<file path="config.mk">
export PLATFORM = sky130hd
export DESIGN_NAME = bm_converter
export DESIGN_NICKNAME = d
export VERILOG_FILES = /design/src/rtl/bm_pkg.sv /design/src/rtl/bm_cfg_latch.sv /design/src/rtl/bm_pack.sv /design/src/rtl/bm_unpack.sv /design/src/rtl/bm_converter.sv
export SDC_FILE = /design/constraint.sdc
export NUM_CORES = 1
export LEC_CHECK = 0
export CAP_MARGIN = 5
export CORE_ASPECT_RATIO = 0.5
export CORE_UTILIZATION = 35
export DETAILED_ROUTE_END_ITERATION = 10
export PLACE_DENSITY = 0.61
export SYNTH_ARGS = -nofsm -noshare
export SYNTH_HDL_FRONTEND = slang
export SYNTH_SLANG_ARGS = --single-unit
</file>
<file path="constraint.sdc">
create_clock -name clk -period 7.07 [get_ports clk]
set_input_delay 1.414 -clock clk [delete_from_list [all_inputs] [get_ports clk]]
set_output_delay 1.414 -clock clk [all_outputs]
set_load 0.03 [all_outputs]
</file>
<file path="src/rtl/bm_pkg.sv">
package bm_pkg;

    localparam int WORD_W = 36;
    localparam int HALF_W = WORD_W / 2;
    localparam int QTR_W  = WORD_W / 4;

    typedef enum logic [1:0] {
        LANE_36 = 2'b00,
        LANE_18 = 2'b01,
        LANE_9  = 2'b10
    } lane_e;

    typedef struct packed {
        lane_e in_lane;
        lane_e out_lane;
        logic  big_end;
    } bm_cfg_t;

    function automatic lane_e decode_lane(input logic [1:0] code);
        case (code)
            2'b01:   return LANE_18;
            2'b10:   return LANE_9;
            default: return LANE_36;
        endcase
    endfunction

    // number of pieces in a core word, minus one
    function automatic logic [1:0] last_idx(input lane_e lane);
        case (lane)
            LANE_18: return 2'd1;
            LANE_9:  return 2'd3;
            default: return 2'd0;
        endcase
    endfunction

    // slice position inside the core word for the idx-th transferred piece
    function automatic logic [1:0] piece_pos(input lane_e lane, input logic [1:0] idx,
                                             input logic big);
        return big ? (last_idx(lane) - idx) : idx;
    endfunction

    function automatic logic [WORD_W-1:0] put_piece(input logic [WORD_W-1:0] word,
                                                    input logic [WORD_W-1:0] data,
                                                    input lane_e lane,
                                                    input logic [1:0] pos);
        logic [WORD_W-1:0] r;
        r = word;
        case (lane)
            LANE_18: r[int'(pos)*HALF_W +: HALF_W] = data[HALF_W-1:0];
            LANE_9:  r[int'(pos)*QTR_W +: QTR_W]   = data[QTR_W-1:0];
            default: r = data;
        endcase
        return r;
    endfunction

    function automatic logic [WORD_W-1:0] get_piece(input logic [WORD_W-1:0] word,
                                                    input lane_e lane,
                                                    input logic [1:0] pos);
        logic [WORD_W-1:0] r;
        r = '0;
        case (lane)
            LANE_18: r[HALF_W-1:0] = word[int'(pos)*HALF_W +: HALF_W];
            LANE_9:  r[QTR_W-1:0]  = word[int'(pos)*QTR_W +: QTR_W];
            default: r = word;
        endcase
        return r;
    endfunction

endpackage

</file>
<file path="src/rtl/bm_cfg_latch.sv">
module bm_cfg_latch
    import bm_pkg::*;
(
    input  logic       clk,
    input  logic       rst_master,
    input  logic [1:0] in_code,
    input  logic [1:0] out_code,
    input  logic       big_code,
    output bm_cfg_t    cfg
);

    always_ff @(posedge clk) begin
        if (rst_master) begin
            cfg.in_lane  <= decode_lane(in_code);
            cfg.out_lane <= (decode_lane(in_code) != LANE_36) ? LANE_36 : decode_lane(out_code);
            cfg.big_end  <= big_code;
        end
    end

    AST_CFG_FROZEN: assert property (@(posedge clk) disable iff (rst_master)
        !$past(rst_master) |-> $stable(cfg)) else $error("cfg changed outside reset");

    AST_ONE_SIDE_WIDE: assert property (@(posedge clk) disable iff (rst_master)
        (cfg.in_lane != LANE_36) |-> (cfg.out_lane == LANE_36)) else $error("both sides narrow");

endmodule

</file>
<file path="src/rtl/bm_pack.sv">
module bm_pack
    import bm_pkg::*;
(
    input  logic              clk,
    input  logic              rst,
    input  lane_e             lane,
    input  logic              big_end,
    input  logic              in_valid,
    output logic              in_ready,
    input  logic [WORD_W-1:0] in_data,
    output logic              wr_valid,
    input  logic              wr_ready,
    output logic [WORD_W-1:0] wr_data
);

    logic [1:0]        cnt;
    logic [WORD_W-1:0] acc;
    logic              held;
    logic              fire;
    logic              last;

    assign in_ready = !held || wr_ready;
    assign fire     = in_valid && in_ready;
    assign last     = (cnt == last_idx(lane));
    assign wr_valid = held;
    assign wr_data  = acc;

    always_ff @(posedge clk) begin
        if (rst) begin
            cnt  <= '0;
            acc  <= '0;
            held <= 1'b0;
        end else begin
            if (held && wr_ready)
                held <= 1'b0;
            if (fire) begin
                acc <= put_piece(acc, in_data, lane, piece_pos(lane, cnt, big_end));
                if (last) begin
                    cnt  <= '0;
                    held <= 1'b1;
                end else begin
                    cnt <= cnt + 2'd1;
                end
            end
        end
    end

    AST_PACK_HOLD: assert property (@(posedge clk) disable iff (rst)
        (wr_valid && !wr_ready) |=> (wr_valid && $stable(wr_data))) else $error("packed word moved");

    AST_PACK_BACKPRESSURE: assert property (@(posedge clk) disable iff (rst)
        (wr_valid && !wr_ready) |-> !in_ready) else $error("input taken while held");

    AST_PACK_CNT_RANGE: assert property (@(posedge clk) disable iff (rst)
        cnt <= last_idx(lane)) else $error("pack counter out of range");

endmodule

</file>
<file path="src/rtl/bm_unpack.sv">
module bm_unpack
    import bm_pkg::*;
(
    input  logic              clk,
    input  logic              rst,
    input  lane_e             lane,
    input  logic              big_end,
    input  logic              rd_valid,
    output logic              rd_ready,
    input  logic [WORD_W-1:0] rd_data,
    output logic              out_valid,
    input  logic              out_ready,
    output logic [WORD_W-1:0] out_data
);

    logic [1:0]        idx;
    logic [WORD_W-1:0] word;
    logic              hold;
    logic              last;
    logic              out_fire;
    logic              rd_fire;

    assign last      = (idx == last_idx(lane));
    assign out_valid = hold;
    assign out_fire  = hold && out_ready;
    assign rd_ready  = !hold || (out_ready && last);
    assign rd_fire   = rd_valid && rd_ready;
    assign out_data  = get_piece(word, lane, piece_pos(lane, idx, big_end));

    always_ff @(posedge clk) begin
        if (rst) begin
            idx  <= '0;
            word <= '0;
            hold <= 1'b0;
        end else begin
            if (out_fire) begin
                if (last) begin
                    idx  <= '0;
                    hold <= 1'b0;
                end else begin
                    idx <= idx + 2'd1;
                end
            end
            if (rd_fire) begin
                hold <= 1'b1;
                word <= rd_data;
            end
        end
    end

    AST_SLICE_STALL: assert property (@(posedge clk) disable iff (rst)
        (out_valid && !out_ready) |=> (out_valid && $stable(out_data))) else $error("slice moved under stall");

    AST_NARROW9_UPPER: assert property (@(posedge clk) disable iff (rst)
        (out_valid && lane == LANE_9) |-> (out_data[WORD_W-1:QTR_W] == '0)) else $error("upper bits set");

    AST_NARROW18_UPPER: assert property (@(posedge clk) disable iff (rst)
        (out_valid && lane == LANE_18) |-> (out_data[WORD_W-1:HALF_W] == '0)) else $error("upper bits set");

    AST_WORD_KEPT: assert property (@(posedge clk) disable iff (rst)
        (out_valid && !out_ready) |=> $stable(word)) else $error("held word replaced");

endmodule

</file>
<file path="src/rtl/bm_converter.sv">
module bm_converter
    import bm_pkg::*;
(
    input  logic        clk,
    input  logic        rst_master,
    input  logic        rst_partial,
    input  logic [1:0]  cfg_in_width,
    input  logic [1:0]  cfg_out_width,
    input  logic        cfg_big_endian,
    input  logic        ext_in_valid,
    output logic        ext_in_ready,
    input  logic [35:0] ext_in_data,
    output logic        core_wr_valid,
    input  logic        core_wr_ready,
    output logic [35:0] core_wr_data,
    input  logic        core_rd_valid,
    output logic        core_rd_ready,
    input  logic [35:0] core_rd_data,
    output logic        ext_out_valid,
    input  logic        ext_out_ready,
    output logic [35:0] ext_out_data
);

    bm_cfg_t cfg;
    logic    data_rst;

    assign data_rst = rst_master || rst_partial;

    bm_cfg_latch u_cfg (
        .clk        (clk),
        .rst_master (rst_master),
        .in_code    (cfg_in_width),
        .out_code   (cfg_out_width),
        .big_code   (cfg_big_endian),
        .cfg        (cfg)
    );

    bm_pack u_pack (
        .clk      (clk),
        .rst      (data_rst),
        .lane     (cfg.in_lane),
        .big_end  (cfg.big_end),
        .in_valid (ext_in_valid),
        .in_ready (ext_in_ready),
        .in_data  (ext_in_data),
        .wr_valid (core_wr_valid),
        .wr_ready (core_wr_ready),
        .wr_data  (core_wr_data)
    );

    bm_unpack u_unpack (
        .clk       (clk),
        .rst       (data_rst),
        .lane      (cfg.out_lane),
        .big_end   (cfg.big_end),
        .rd_valid  (core_rd_valid),
        .rd_ready  (core_rd_ready),
        .rd_data   (core_rd_data),
        .out_valid (ext_out_valid),
        .out_ready (ext_out_ready),
        .out_data  (ext_out_data)
    );

    AST_RESET_EMPTY: assert property (@(posedge clk)
        $past(data_rst) |-> (!core_wr_valid && !ext_out_valid)) else $error("data after reset");

endmodule

</file>
==> run summary <==
initial antenna violation count = 0
Fin. Hold Viols = 0
Port Buffer Count = 159
Crit Path Category = reg2out
Mapped Cells = 907
gr usage total = 29.1%
hold buffers post-CTS = 0
TritonRoute pass-1 iters = 5
multi-input combinational cell area = 4540 um2
area leader, netlist = dfxtp_1
most frequent cells in the layout = clkdlybuf4s50_1, nand2_1, a21oi_1
IO Pins = 160
CTS max path bufs = 2
Place WS = 1.48 ns
Slew @ Worst Pin = 1.16 ns
number of global-route vias before repair = 7312
max-slew violation count = 0
FF/Latch Area = 1710 um2
Placed Cells = 1260
Via Count = 7858
Layout Nets = 1109
chip height = 99.9 um
Starting Density = 36.2%
routability cong. = 0.948
critical path peak fanout = 31
Crit path required time = 5.66 ns
Total Wirelength = 28.8 mm
post-DP HPWL = 20.2 mm
Netlist cell types = 76
total grt overflow = 0
ratio of cells with drive above 1 in the final layout = 6.39%
Async S/R FF share, synth = 0%
Die Wd = 198 um
pin count of the biggest net entering global routing = 54
CP arrival = 4.60 ns
Max Clk Rate = 166 MHz
Inserted Clock Buffers = 9
VDD IR-drop max = 130 uV
FILL cells = 1882
Final Power = 1720 uW
post-synth top area share = 23.3%
worst min path class = reg2reg
core area = 18600 um2
Rows = 35
Worst-path clk slew = 0.08 ns
Synth Warn # = 0
Post-synth EDFFs = 5
Synth area leaders = dfxtp_1, nand2_1, a21oi_1
RSZ-0062 raised after global routing = false
post-synthesis sequential area ratio = 25.5%
Die ar. = 19800 um2
Tmin final = 6.01 ns
Setup Skew = 0.0124 ns
H-Tree Depth = 3
Final WS setup = 1.06 ns
leakage power = 0.00304 uW
1st-iter DRT viols = 736
syn nets = 1004
post_cts resized = 0
WL/cell = 22.6 um
Crit. End Element = output pin
total negative slack = 0 ns
synthesized area = 6710 um2
setup bufs post-CTS = 0
Final setup viols = 0
worst skew pair latency = 0.36 ns
Clock Tree Root = clkbuf_16
Max-slew headroom = 22.5%
max-capacitance violation count = 0
CTS tree = done
most common cell after layout, fill and taps aside = clkdlybuf4s50_1
Post-DRT Antenna Nets = 0
Synth Area per Inst = 7.40 um2
Finished Layout Cells = 1276
first-pass GRT wire length = 43.9 mm
via/cell ratio = 6.16
fin crit share = 85.0%
DRC = 0
CP Launch Type = flip-flop
Cell Pwr Density = 197 nW/um2
Main synth FF type = dfxtp_1
status = completed
Area Growth Syn to Fin = 30.1%
# diodes = 0
#FFs+latches synth = 83
clk sinks = 83
## routing by layer
layer / vias up / routed length, um / GRT usage, %
li1: 3613 / - / -
met1: 3722 / 12300 / 38.7
met2: 463 / 12900 / 45.8
met3: 60 / 2800 / 7.46
met4: 0 / 768 / 9.72
met5: - / 0 / 0
## worst max-delay path, cell delays in order (launching register included)
cell and delay [ns]:
edfxtp_1 0.39, ha_1 0.69, ha_1 0.27, xor2_1 0.17, and2_1 0.14, buf_4 0.37, xnor2_4 0.20, nand2_1 0.13
nor3_2 0.88, a221o_1 0.31, clkdlybuf4s50_1 0.68
## metrics by stage
step	area, um2	util, %	hold slack (ns)
finish	8730	47.0	0.500
global route	8730	47.0	0.524
CTS	8730	47.0	0.501
detailed placement	8410	45.3	0.489
global placement	8410	45.3	0.476
floorplan	6710	-	0.457
## registers in the layout, summed over array words and instances (netlist names)
| name | cells |
|---|---|
| u_unpack.out_valid | 1 |
| u_unpack.word | 36 |
| u_pack.cnt | 2 |
| u_pack.wr_data | 36 |
| u_cfg.cfg | 5 |
| u_pack.wr_valid | 1 |
| u_unpack.idx | 2 |
## power by group
| part | internal [uW] | switching [uW] |
|---|---|---|
| Clock | 302 | 227 |
| Combinational | 240 | 434 |
| Sequential | 492 | 23.5 |
| Total | 1030 | 685 |
## cell families after synthesis
family          Yosys count  share of synthesized area [%]
simple gates            311                           21.9
fa+ha+maj                13                           2.42
buf+inv                 111                           7.01
mux                      37                           7.08
compound gates          346                           35.1
flops                    83                           25.5
xor+xnor                  6                           1.06
## path summary, 6_finish.rpt
kind                           from  cells past startpoint  slack [ns]                 to
setup / recovery       u_cfg.cfg[2]                     10        1.06    ext_out_data[0]
hold / removal    u_pack.wr_data[9]                      2        0.50  u_pack.wr_data[9]
setup reg to reg       u_cfg.cfg[4]                     13        2.21  u_pack.wr_data[3]
hold reg to reg   u_pack.wr_data[9]                      2        0.50  u_pack.wr_data[9]
## cells in the mapped netlist (all sizes together) (5+ instances only)
cell	number
a211o	9
a211oi	10
a21o	6
a21oi	93
a221o	11
a221oi	24
a22o	13
a31oi	12
and2	27
buf	21
clkbuf	63
dfxtp	78
edfxtp	5
ha	13
inv	27
mux2i	25
mux4	8
nand2	148
nand2b	10
nand3	22
nand4	5
nor2	36
nor2b	12
nor3	24
o211ai	16
o21ai	63
o221ai	16
o22ai	19
o31ai	6
or3	9
## area by class of cell
class	instances	share of cell area [%]
clock inverter	6	0.860
multi-input combinational	713	51.9
timing repair buffer	178	19.9
tap	259	3.71
sequential	83	19.6
inverter	27	1.16
clock buffer	10	2.87
Power figures use the tool's default switching activity.
